[src/rtl/dbdac_pkg.sv]
package dbdac_pkg;

    typedef enum logic {
        IR_HOLD,
        IR_OPEN
    } in_mode_e;

    typedef enum logic [1:0] {
        DR_HOLD,
        DR_TRACK,
        DR_CLEAR
    } dac_mode_e;

    typedef enum logic [1:0] {
        HM_IDLE,
        HM_OVERLAP,
        HM_TAIL
    } hold_mon_e;

    // Synchronized strobe bundle, all active low.
    typedef struct packed {
        logic sel_n;
        logic wstb_n;
        logic load_n;
        logic zero_n;
    } strobes_t;

endpackage

[src/rtl/dbdac_sync.sv]
module dbdac_sync #(
    parameter int             WIDTH   = 4,
    parameter int             STAGES  = 2,
    parameter logic [WIDTH-1:0] RST_VAL = '1
) (
    input  logic             clk,
    input  logic             rst_n,
    input  logic [WIDTH-1:0] d_i,
    output logic [WIDTH-1:0] q_o
);

    logic [STAGES-1:0][WIDTH-1:0] chain_q;

    always_ff @(posedge clk or negedge rst_n) begin
        if (!rst_n) begin
            for (int s = 0; s < STAGES; s++) begin
                chain_q[s] <= RST_VAL;
            end
        end else begin
            chain_q[0] <= d_i;
            for (int s = 1; s < STAGES; s++) begin
                chain_q[s] <= chain_q[s-1];
            end
        end
    end

    assign q_o = chain_q[STAGES-1];

endmodule

[src/rtl/dbdac_regs.sv]
module dbdac_regs
    import dbdac_pkg::*;
#(
    parameter int CODE_W = 12
) (
    input  logic              clk,
    input  logic              rst_n,
    input  logic [CODE_W-1:0] bus_i,
    input  logic              wr_open,
    input  logic              ld_low,
    input  logic              clr_low,
    output logic [CODE_W-1:0] code_o,
    output logic              upd_o
);

    in_mode_e          in_state_q, in_state_d;
    dac_mode_e         dac_state_q, dac_state_d;
    logic [CODE_W-1:0] in_q, in_d;
    logic [CODE_W-1:0] dac_q, dac_d;
    logic              upd_q;

    // Next mode from the synchronized strobes; zero outranks load.
    always_comb begin
        in_state_d = wr_open ? IR_OPEN : IR_HOLD;
        if (clr_low) begin
            dac_state_d = DR_CLEAR;
        end else if (ld_low) begin
            dac_state_d = DR_TRACK;
        end else begin
            dac_state_d = DR_HOLD;
        end
    end

    // State registers.
    always_ff @(posedge clk or negedge rst_n) begin
        if (!rst_n) begin
            in_state_q  <= IR_HOLD;
            dac_state_q <= DR_HOLD;
        end else begin
            in_state_q  <= in_state_d;
            dac_state_q <= dac_state_d;
        end
    end

    // Register contents by mode.
    always_comb begin
        in_d = in_q;
        unique case (in_state_q)
            IR_OPEN: in_d = bus_i;
            IR_HOLD: in_d = in_q;
            default: in_d = in_q;
        endcase

        dac_d = dac_q;
        unique case (dac_state_q)
            DR_CLEAR: dac_d = '0;
            DR_TRACK: dac_d = in_q;
            DR_HOLD:  dac_d = dac_q;
            default:  dac_d = dac_q;
        endcase
    end

    always_ff @(posedge clk or negedge rst_n) begin
        if (!rst_n) begin
            in_q  <= '0;
            dac_q <= '0;
            upd_q <= 1'b0;
        end else begin
            in_q  <= in_d;
            dac_q <= dac_d;
            upd_q <= (dac_d != dac_q);
        end
    end

    assign code_o = dac_q;
    assign upd_o  = upd_q;

endmodule

[src/rtl/dbdac_hold_mon.sv]
module dbdac_hold_mon
    import dbdac_pkg::*;
#(
    parameter int HOLD_MIN = 4
) (
    input  logic clk,
    input  logic rst_n,
    input  logic wr_open,
    input  logic ld_low,
    output logic viol_o
);

    localparam int CNT_W = $clog2(HOLD_MIN + 1);
    localparam logic [CNT_W-1:0] LIMIT = CNT_W'(HOLD_MIN);
    localparam logic [CNT_W-1:0] ONE   = CNT_W'(1);

    hold_mon_e         st_q, st_d;
    logic [CNT_W-1:0]  cnt_q, cnt_d;
    logic              flag_q, flag_d;

    always_ff @(posedge clk or negedge rst_n) begin
        if (!rst_n) begin
            st_q <= HM_IDLE;
        end else begin
            st_q <= st_d;
        end
    end

    always_comb begin
        st_d   = st_q;
        cnt_d  = cnt_q;
        flag_d = 1'b0;
        unique case (st_q)
            HM_IDLE: begin
                if (wr_open && ld_low) begin
                    st_d = HM_OVERLAP;
                end
            end
            HM_OVERLAP: begin
                if (!wr_open) begin
                    if (!ld_low) begin
                        flag_d = 1'b1;
                        st_d   = HM_IDLE;
                    end else begin
                        st_d  = HM_TAIL;
                        cnt_d = ONE;
                    end
                end else if (!ld_low) begin
                    st_d = HM_IDLE;
                end
            end
            HM_TAIL: begin
                if (wr_open && ld_low) begin
                    st_d  = HM_OVERLAP;
                    cnt_d = '0;
                end else if (!ld_low) begin
                    flag_d = (cnt_q < LIMIT);
                    st_d   = HM_IDLE;
                end else if (cnt_q >= LIMIT) begin
                    st_d = HM_IDLE;
                end else begin
                    cnt_d = cnt_q + ONE;
                end
            end
            default: st_d = HM_IDLE;
        endcase
    end

    always_ff @(posedge clk or negedge rst_n) begin
        if (!rst_n) begin
            cnt_q  <= '0;
            flag_q <= 1'b0;
        end else begin
            cnt_q  <= cnt_d;
            flag_q <= flag_d;
        end
    end

    assign viol_o = flag_q;

endmodule

[src/rtl/dbdac_front.sv]
module dbdac_front
    import dbdac_pkg::*;
#(
    parameter int CODE_W      = 12,
    parameter int SYNC_STAGES = 2,
    parameter int HOLD_MIN    = 4
) (
    input  logic                     clk,
    input  logic                     rst_n,
    input  logic [CODE_W-1:0]        bus_i,
    input  logic                     sel_n,
    input  logic                     wstb_n,
    input  logic                     load_n,
    input  logic                     zero_n,
    output logic [CODE_W-1:0]        code_o,
    output logic signed [CODE_W-1:0] bip_o,
    output logic                     upd_o,
    output logic                     viol_o
);

    localparam int STB_W = $bits(strobes_t);
    localparam int MSB   = CODE_W - 1;

    strobes_t raw_stb, syn_stb;
    logic     wr_open, ld_low, clr_low;

    always_comb begin
        raw_stb.sel_n  = sel_n;
        raw_stb.wstb_n = wstb_n;
        raw_stb.load_n = load_n;
        raw_stb.zero_n = zero_n;
    end

    dbdac_sync #(
        .WIDTH  (STB_W),
        .STAGES (SYNC_STAGES),
        .RST_VAL({STB_W{1'b1}})
    ) u_sync (
        .clk  (clk),
        .rst_n(rst_n),
        .d_i  (raw_stb),
        .q_o  (syn_stb)
    );

    assign wr_open = !syn_stb.sel_n && !syn_stb.wstb_n;
    assign ld_low  = !syn_stb.load_n;
    assign clr_low = !syn_stb.zero_n;

    dbdac_regs #(
        .CODE_W(CODE_W)
    ) u_regs (
        .clk    (clk),
        .rst_n  (rst_n),
        .bus_i  (bus_i),
        .wr_open(wr_open),
        .ld_low (ld_low),
        .clr_low(clr_low),
        .code_o (code_o),
        .upd_o  (upd_o)
    );

    dbdac_hold_mon #(
        .HOLD_MIN(HOLD_MIN)
    ) u_hold_mon (
        .clk    (clk),
        .rst_n  (rst_n),
        .wr_open(wr_open),
        .ld_low (ld_low),
        .viol_o (viol_o)
    );

    // Offset binary to two's complement: flip the top bit.
    assign bip_o = $signed({~code_o[MSB], code_o[MSB-1:0]});

endmodule

[config.mk]
export PLATFORM = sky130hd
export DESIGN_NAME = dbdac_front
export DESIGN_NICKNAME = d
export VERILOG_FILES = /design/src/rtl/dbdac_pkg.sv /design/src/rtl/dbdac_sync.sv /design/src/rtl/dbdac_regs.sv /design/src/rtl/dbdac_hold_mon.sv /design/src/rtl/dbdac_front.sv
export SDC_FILE = /design/constraint.sdc
export NUM_CORES = 1
export LEC_CHECK = 0
export BUFFER_PORTS_ARGS = -buffer_cell sky130_fd_sc_hd__buf_2
export CAP_MARGIN = 25
export CORE_MARGIN = 10
export CORE_UTILIZATION = 30
export DETAILED_ROUTE_END_ITERATION = 6
export GPL_TIMING_DRIVEN = 1
export PLACE_DENSITY = 0.51
export SETUP_SLACK_MARGIN = 0.15
export SLEW_MARGIN = 40
export SYNTH_ARGS = -nofsm -noshare
export SYNTH_HDL_FRONTEND = slang
export SYNTH_SLANG_ARGS = --single-unit
[constraint.sdc]
create_clock -name clk -period 1.5 [get_ports clk]
set_input_delay 0.3 -clock clk [delete_from_list [all_inputs] [get_ports clk]]
set_output_delay 0.3 -clock clk [all_outputs]
set_load 0.05 [all_outputs]
Word level (Yosys, flattened, before mapping)
Cells that the tools add are included.

cells by class
  $add $sub $neg = 1
  mux-type cells = 24
  equal/unequal tests = 12
  bitwise operators = 1
  reductions and logical operators = 9
  order comparisons = 2

operator list
  cell                   number
  $pmux W12 S2           1
  $mux W2                8
  $mux W3                5
  $mux W12               1
  $ne A12 B12 Y1         1
  $mux W1                6
  $ne A3 B2 Y1 const B   2
  $pmux W2 S3            1
  $pmux W3 S2            1
  $reduce_and A5 Y1      1
  $eq A2 B1 Y1 const B   2
  $eq A2 B2 Y1 const B   2
  $ne A2 B2 Y1 const B   2
  $ne A4 B2 Y1 const B   1
  $add A3 B1 Y3 const B  1
  $ge A3 B3 Y1 const B   1
  $logic_not A1 Y1       3
  $lt A3 B3 Y1 const B   1
  $ne A3 B3 Y1 const B   1
  $reduce_and A3 Y1      1
  $logic_and A1 B1 Y1    2
  $logic_not A2 Y1       1
  $ne A2 B1 Y1 const B   1
  $pmux W1 S2            1
  other kinds (2)        2

storage, ports and cells
  output and inout bits = 26
  bits in registers = 42
  bits of input ports = 18

Depth between registers and ports, before layout
  depth after elaboration = 5
  depth in mapped cells = 7
  mapped depth without buffers = 6

Hierarchy
From an unflattened synthesis, not the netlist that was laid out.

unflattened totals
  cell total of the unflattened synthesis = 193
  area total of the unflattened synthesis = 2000.7 µm²

by module, submodules not included
  module          cells an instance  instances  seq. area each (µm²)  area each (µm²)
  dbdac_regs      125                1          700.7                 1229.9
  dbdac_hold_mon  41                 1          150.1                 432.9
  dbdac_sync      12                 1          210.2                 240.2
  dbdac_front     15                 1          0.0                   97.6

Least setup slack after synthesis
Ideal clock, no wire load.

  path type = reg-to-reg
  start point = reg u_regs.dac_q[8], in the netlist u_regs.code_o[8]
  end point = reg u_regs.upd_q, in the netlist u_regs.upd_o
  cell stages (with the launch flop) = 5
  slack = -0.007 ns
  arrival time = 1.366 ns
  setup time = 0.140 ns
  path buffers = 0
  cell sequence = dfrtp_1 > nor2b_1 > a2111oi_0 > and3_1 > a41oi_1

between the ends
  word-level cells in the longest chain between the ends = 2

ends and longest elaborated chain
  what                    RTL line          RTL
  start, declared         dbdac_regs.sv:19  logic [CODE_W-1:0] dac_q, dac_d;
  start signal, assigned  dbdac_regs.sv:66  dac_q <= '0;
  start signal, assigned  dbdac_regs.sv:70  dac_q <= dac_d;
  $pmux W12 S2            dbdac_regs.sv:55  unique case (dac_state_q)
  $ne A12 B12 Y1 (*)      dbdac_regs.sv:71  upd_q <= (dac_d != dac_q);
  end signal, assigned    dbdac_regs.sv:71
  end, declared           dbdac_regs.sv:20  logic upd_q;

Every way passes the cells marked *; elsewhere a longest branch is shown, timed or not.
A chain may end at the register's enable or synchronous reset.

Worst setup path after layout
  start point = reg u_sync.chain_q, in the netlist u_sync.q_o[2]
  end point = reg u_hold_mon.st_q[0]

between the ends
  word-level cells in the longest chain between the ends = 5
  elaborated cells on any way between the ends = 10

ends and longest elaborated chain
  what                                                               RTL line                                    RTL
  start, declared                                                    dbdac_sync.sv:12                            logic [STAGES-1:0][WIDTH-1:0] chain_q;
  start signal, assigned by index                                    dbdac_sync.sv:22                            chain_q[s] <= chain_q[s-1];
  $logic_not A1 Y1 (*)                                               dbdac_front.sv:45                           assign wr_open = !syn_stb.sel_n && !syn_stb.wstb_n;
  $logic_and A1 B1 Y1 (*)                                            dbdac_front.sv:45
  $logic_and A1 B1 Y1                                                dbdac_hold_mon.sv:35, dbdac_hold_mon.sv:53
  $ne A4 B2 Y1 (no line), or another cell as far along               --
  $reduce_and A3 Y1 (no line) / $pmux W2 S3 (equally long branches)  --
  end signal, assigned                                               dbdac_hold_mon.sv:25                        st_q <= st_d;
  end, declared                                                      dbdac_hold_mon.sv:17                        hold_mon_e st_q, st_d;

Marks and branches as above.

==> summary.md <==
| Metric | Value |
|---|---|
| Multi-input logic area | 841 µm² |
| DR iter-0 viols | 53 |
| Pre-antenna DRT Iters | 4 |
| Yosys warnings | 0 |
| Xor/xnor cell area share of the yosys netlist | 0.459% |
| R2R depth | 3 |
| Top cell type's share of synthesized area | 44.6% |
| Initial antenna violation count | 0 |
| Synthesized area | 0.00191 mm² |
| Maximum VDD drop | 0.579 mV |
| Synth Area in Compound Gates | 16.7% |
| Mux cell area share after synthesis | 4.13% |
| Skew final | 9.11 ps |
| Final period utilization | 94.1% |
| Maxcap violations | 0 |
| Unrepaired setup endpoints after global routing | true |
| Most common cell after layout, fill and taps aside | dfrtp_1 |
| Port Buffers | 43 |
| Antenna fix cells | 0 |
| Total power | 3.62 mW |
| Synthesized instance count | 172 |
| Filler cell count | 575 |
| DIE HEIGHT | 99.8 µm |
| F_max | 0.708 GHz |
| Fin nets | 246 |
| Share of synthesized cell area in and, or, nand and nor gates | 11.1% |
| Gr usage total | 9.00% |
| HP Start | load_n |
| Pwr/cell area | 1410 mW/mm² |
| WP data arrival | 1590 ps |
| Clk root buf | clkbuf_8 |
| Comb pwr share | 34.9% |
| Setup ws final | 88.5 ps |
| Kind of critical path | flop to flop |
| Vias | 1419 |
| Critical R2R Launch | u_sync.q_o[2] |
| DR DRC count | 0 |
| Avg WL per Cell | 14.7 µm |
| FF-to-FF setup slack | 90 ps |
| Mean Syn Cell Area | 11.1 µm² |
| Register bit total from synthesis | 42 |
| Via density | 4.76 |
| Seq pwr share | 39.6% |
| Longest Clk Path Bufs | 2 |
| Crit path time final | 1410 ps |
| Sum Neg Setup Slack | 0 ps |
| Clk pwr share | 25.5% |
| Synth unique cells | 36 |
| Depth of the worst hold-timing path | 1 |
| IO Count | 44 |
| Vias in the first global route | 1465 |
| Full die area | 0.00995 mm² |
| Core ar. | 0.00606 mm² |
| Main combinational cell family by area after synthesis | compound AO/OA/AOI/OAI gates |
| Final WL | 4370 µm |
| Reg2Reg Capture Point | u_hold_mon.st_q[0] |
| Clock transition at the registers of the reported paths | 70 ps |
| Most frequent cells in the layout | dfrtp_1 (28), buf_2 (27), buf_4 (23) |
| CP max FO | 4 |
| Area grow syn2layout | 35.0% |
| GPL Wtd Cong | 0.811 |
| Worst Setup End Kind | flop |
| Final setup viols | 0 |
| Area leader, netlist | dfrtp_1 |
| Cell Int Power | 2.44 mW |
| Antenna Nets Post-Route | 0 |
| Fin. max-slew vios | 0 |
| CTS Buf Count | 5 |
| Hold Fails Final Rpt | 0 |
| Slew headroom | 75.1% |
| Worst Setup Start Kind | flop |
| First-pass GRT wire length | 7340 µm |
| Layout cells sized above 1 | 48.9% |
| Largest net degree at the start of global routing | 43 |
| Adder-cell area share of the yosys netlist | 3.93% |
| Synthesized net count | 196 |
| Net Switching | 1.18 mW |
| Initial core utilization | 31.5% |
| Die W | 99.8 µm |
| Switching share of power | 32.6% |
| Hold/Removal Path Class | input port to flop |
| Leakage | 1.18 nW |
| H-tree levels | 2 |
| Critical Path RT | 1680 ps |
| Synth top area cells | dfrtp_1 (45%), dfstp_2 (11%), a22o_1 (5.0%), buf_4 (4.3%), mux2_2 (4.1%) |
| Worst-Margin Slew | 374 ps |
| Clock Sink Count | 42 |
| Post-Place Setup Slack | -110 ps |
| Storage cell area | 0.00107 mm² |
| Status | completed |
| Row Count | 28 |
| CTS tree | built |
| Clk_lat worst skew | 290 ps |
| Hpwl dp | 2980 µm |
| Hold Path End | u_sync.chain_q[1] |
| Global route overflow | 0 |
| Seq/Total Area, Yosys | 55.6% |
-- flip-flops by register name (all words and copies together), names as in the netlist --
| signal | count |
|---|---|
| u_regs.code_o | 12 |
| u_regs.in_q | 12 |
| u_sync.chain_q | 4 |
| u_sync.q_o | 4 |
| u_hold_mon.cnt_q | 3 |
| u_hold_mon.st_q | 2 |
| u_regs.dac_state_q | 2 |
| u_hold_mon.viol_o | 1 |
| u_regs.in_state_q | 1 |
| u_regs.upd_o | 1 |
-- synthesized netlist by cell type --
cell,n
a21oi_1,6
mux2_2,7
o221ai_1,2
o22ai_2,1
o21ba_2,1
nor2b_1,5
nor4_1,1
buf_2,3
or3_4,1
and3_1,1
o22ai_1,2
o21ai_1,1
o21ai_0,13
a221oi_1,1
buf_4,11
nand3_1,2
dfrtp_1,34
nand2_1,18
o2111ai_1,1
a222oi_1,1
dfstp_2,8
nor2_1,4
nand4b_1,1
inv_1,13
or2_4,1
o31ai_1,1
clkbuf_1,2
ha_1,6
a22o_1,11
nor3_1,3
a2111oi_0,1
o21a_1,1
nand2b_1,5
xor2_1,1
a32o_1,1
a41oi_1,1
-- metrics by stage --
stage | hold slack [ps] | instances | util, % | area (µm²)
after detailed placement | 296 | 279 | 35.8 | 2170
final | 105 | 298 | 42.5 | 2570
after floorplan | 4.41 | 172 | - | 1920
after global routing | 88.7 | 298 | 42.5 | 2570
after CTS | 93.9 | 296 | 40.8 | 2470
after global placement | 290 | 279 | 35.8 | 2170
-- kinds of logic (layout without fill, tap and decap cells) --
kind of cell             after synthesis  after routing
AO/OA/AOI/OAI                         45             45
XOR/XNOR                               1              1
adder cells (fa/ha/maj)                6              6
buffers and inverters                 29             80
flip-flops                            42             42
multiplexers                           7              7
AND/OR/NAND/NOR                       42             42
-- layout make-up --
| cell class | count | share of cell area (%) |
|---|---|---|
| inverter | 13 | 1.90 |
| sequential | 42 | 41.5 |
| clock inverter | 1 | 1.17 |
| multi-input combinational | 101 | 32.7 |
| clock buffer | 7 | 3.35 |
| timing repair buffer | 59 | 15.8 |
| tap | 75 | 3.64 |
-- power groups by stage --
stage	Clock, mW	Sequential [mW]	Combinational [mW]
finish	0.924	1.44	1.26
global route	0.983	1.47	1.40
CTS	0.941	1.43	1.15
detailed placement	0	1.44	0.867
global placement	0	1.44	0.865
floorplan	0	1.51	0.588
-- worst max-delay path by stage --
| stage | startpoint | to | slack, ps | cells past startpoint |
|---|---|---|---|---|
| after floorplan | u_regs.code_o[2] | u_regs.upd_o | 120 | 4 |
| after global placement | u_regs.dac_state_q[1] | u_regs.code_o[2] | -50 | 4 |
| after detailed placement | u_regs.dac_state_q[1] | u_regs.code_o[6] | -110 | 4 |
| after CTS | u_sync.q_o[2] | u_hold_mon.st_q[0] | 90 | 3 |
| after global routing | u_hold_mon.st_q[0] | u_hold_mon.cnt_q[0] | 20 | 6 |
| final | u_sync.q_o[2] | u_hold_mon.st_q[0] | 90 | 3 |
-- what timing repair did --
action / CTS / global route
hold endpoints to repair: 34 / 0
endpoints found under the setup margin: 21 / 28
pin swaps: 4 / 7
gates cloned: 0 / 0
hold buffers: 1 / 0
gates resized for setup: 21 / 33
buffers inserted: 8 / 2
-- per-layer routing --
metal,global-route usage [%],routed length [µm],vias up
met2,13.2,1990,36
met4,3.64,65,0
li1,-,-,692
met5,0,0,-
met1,11.7,2050,687
met3,3.18,268,4
-- critical path, cell delays in order (launching register included) --
cell and delay [ps]:
dfstp_2 390, or3_4 400, o22ai_4 170, mux2_2 350
No activity file was read; power rests on OpenSTA's default activity.
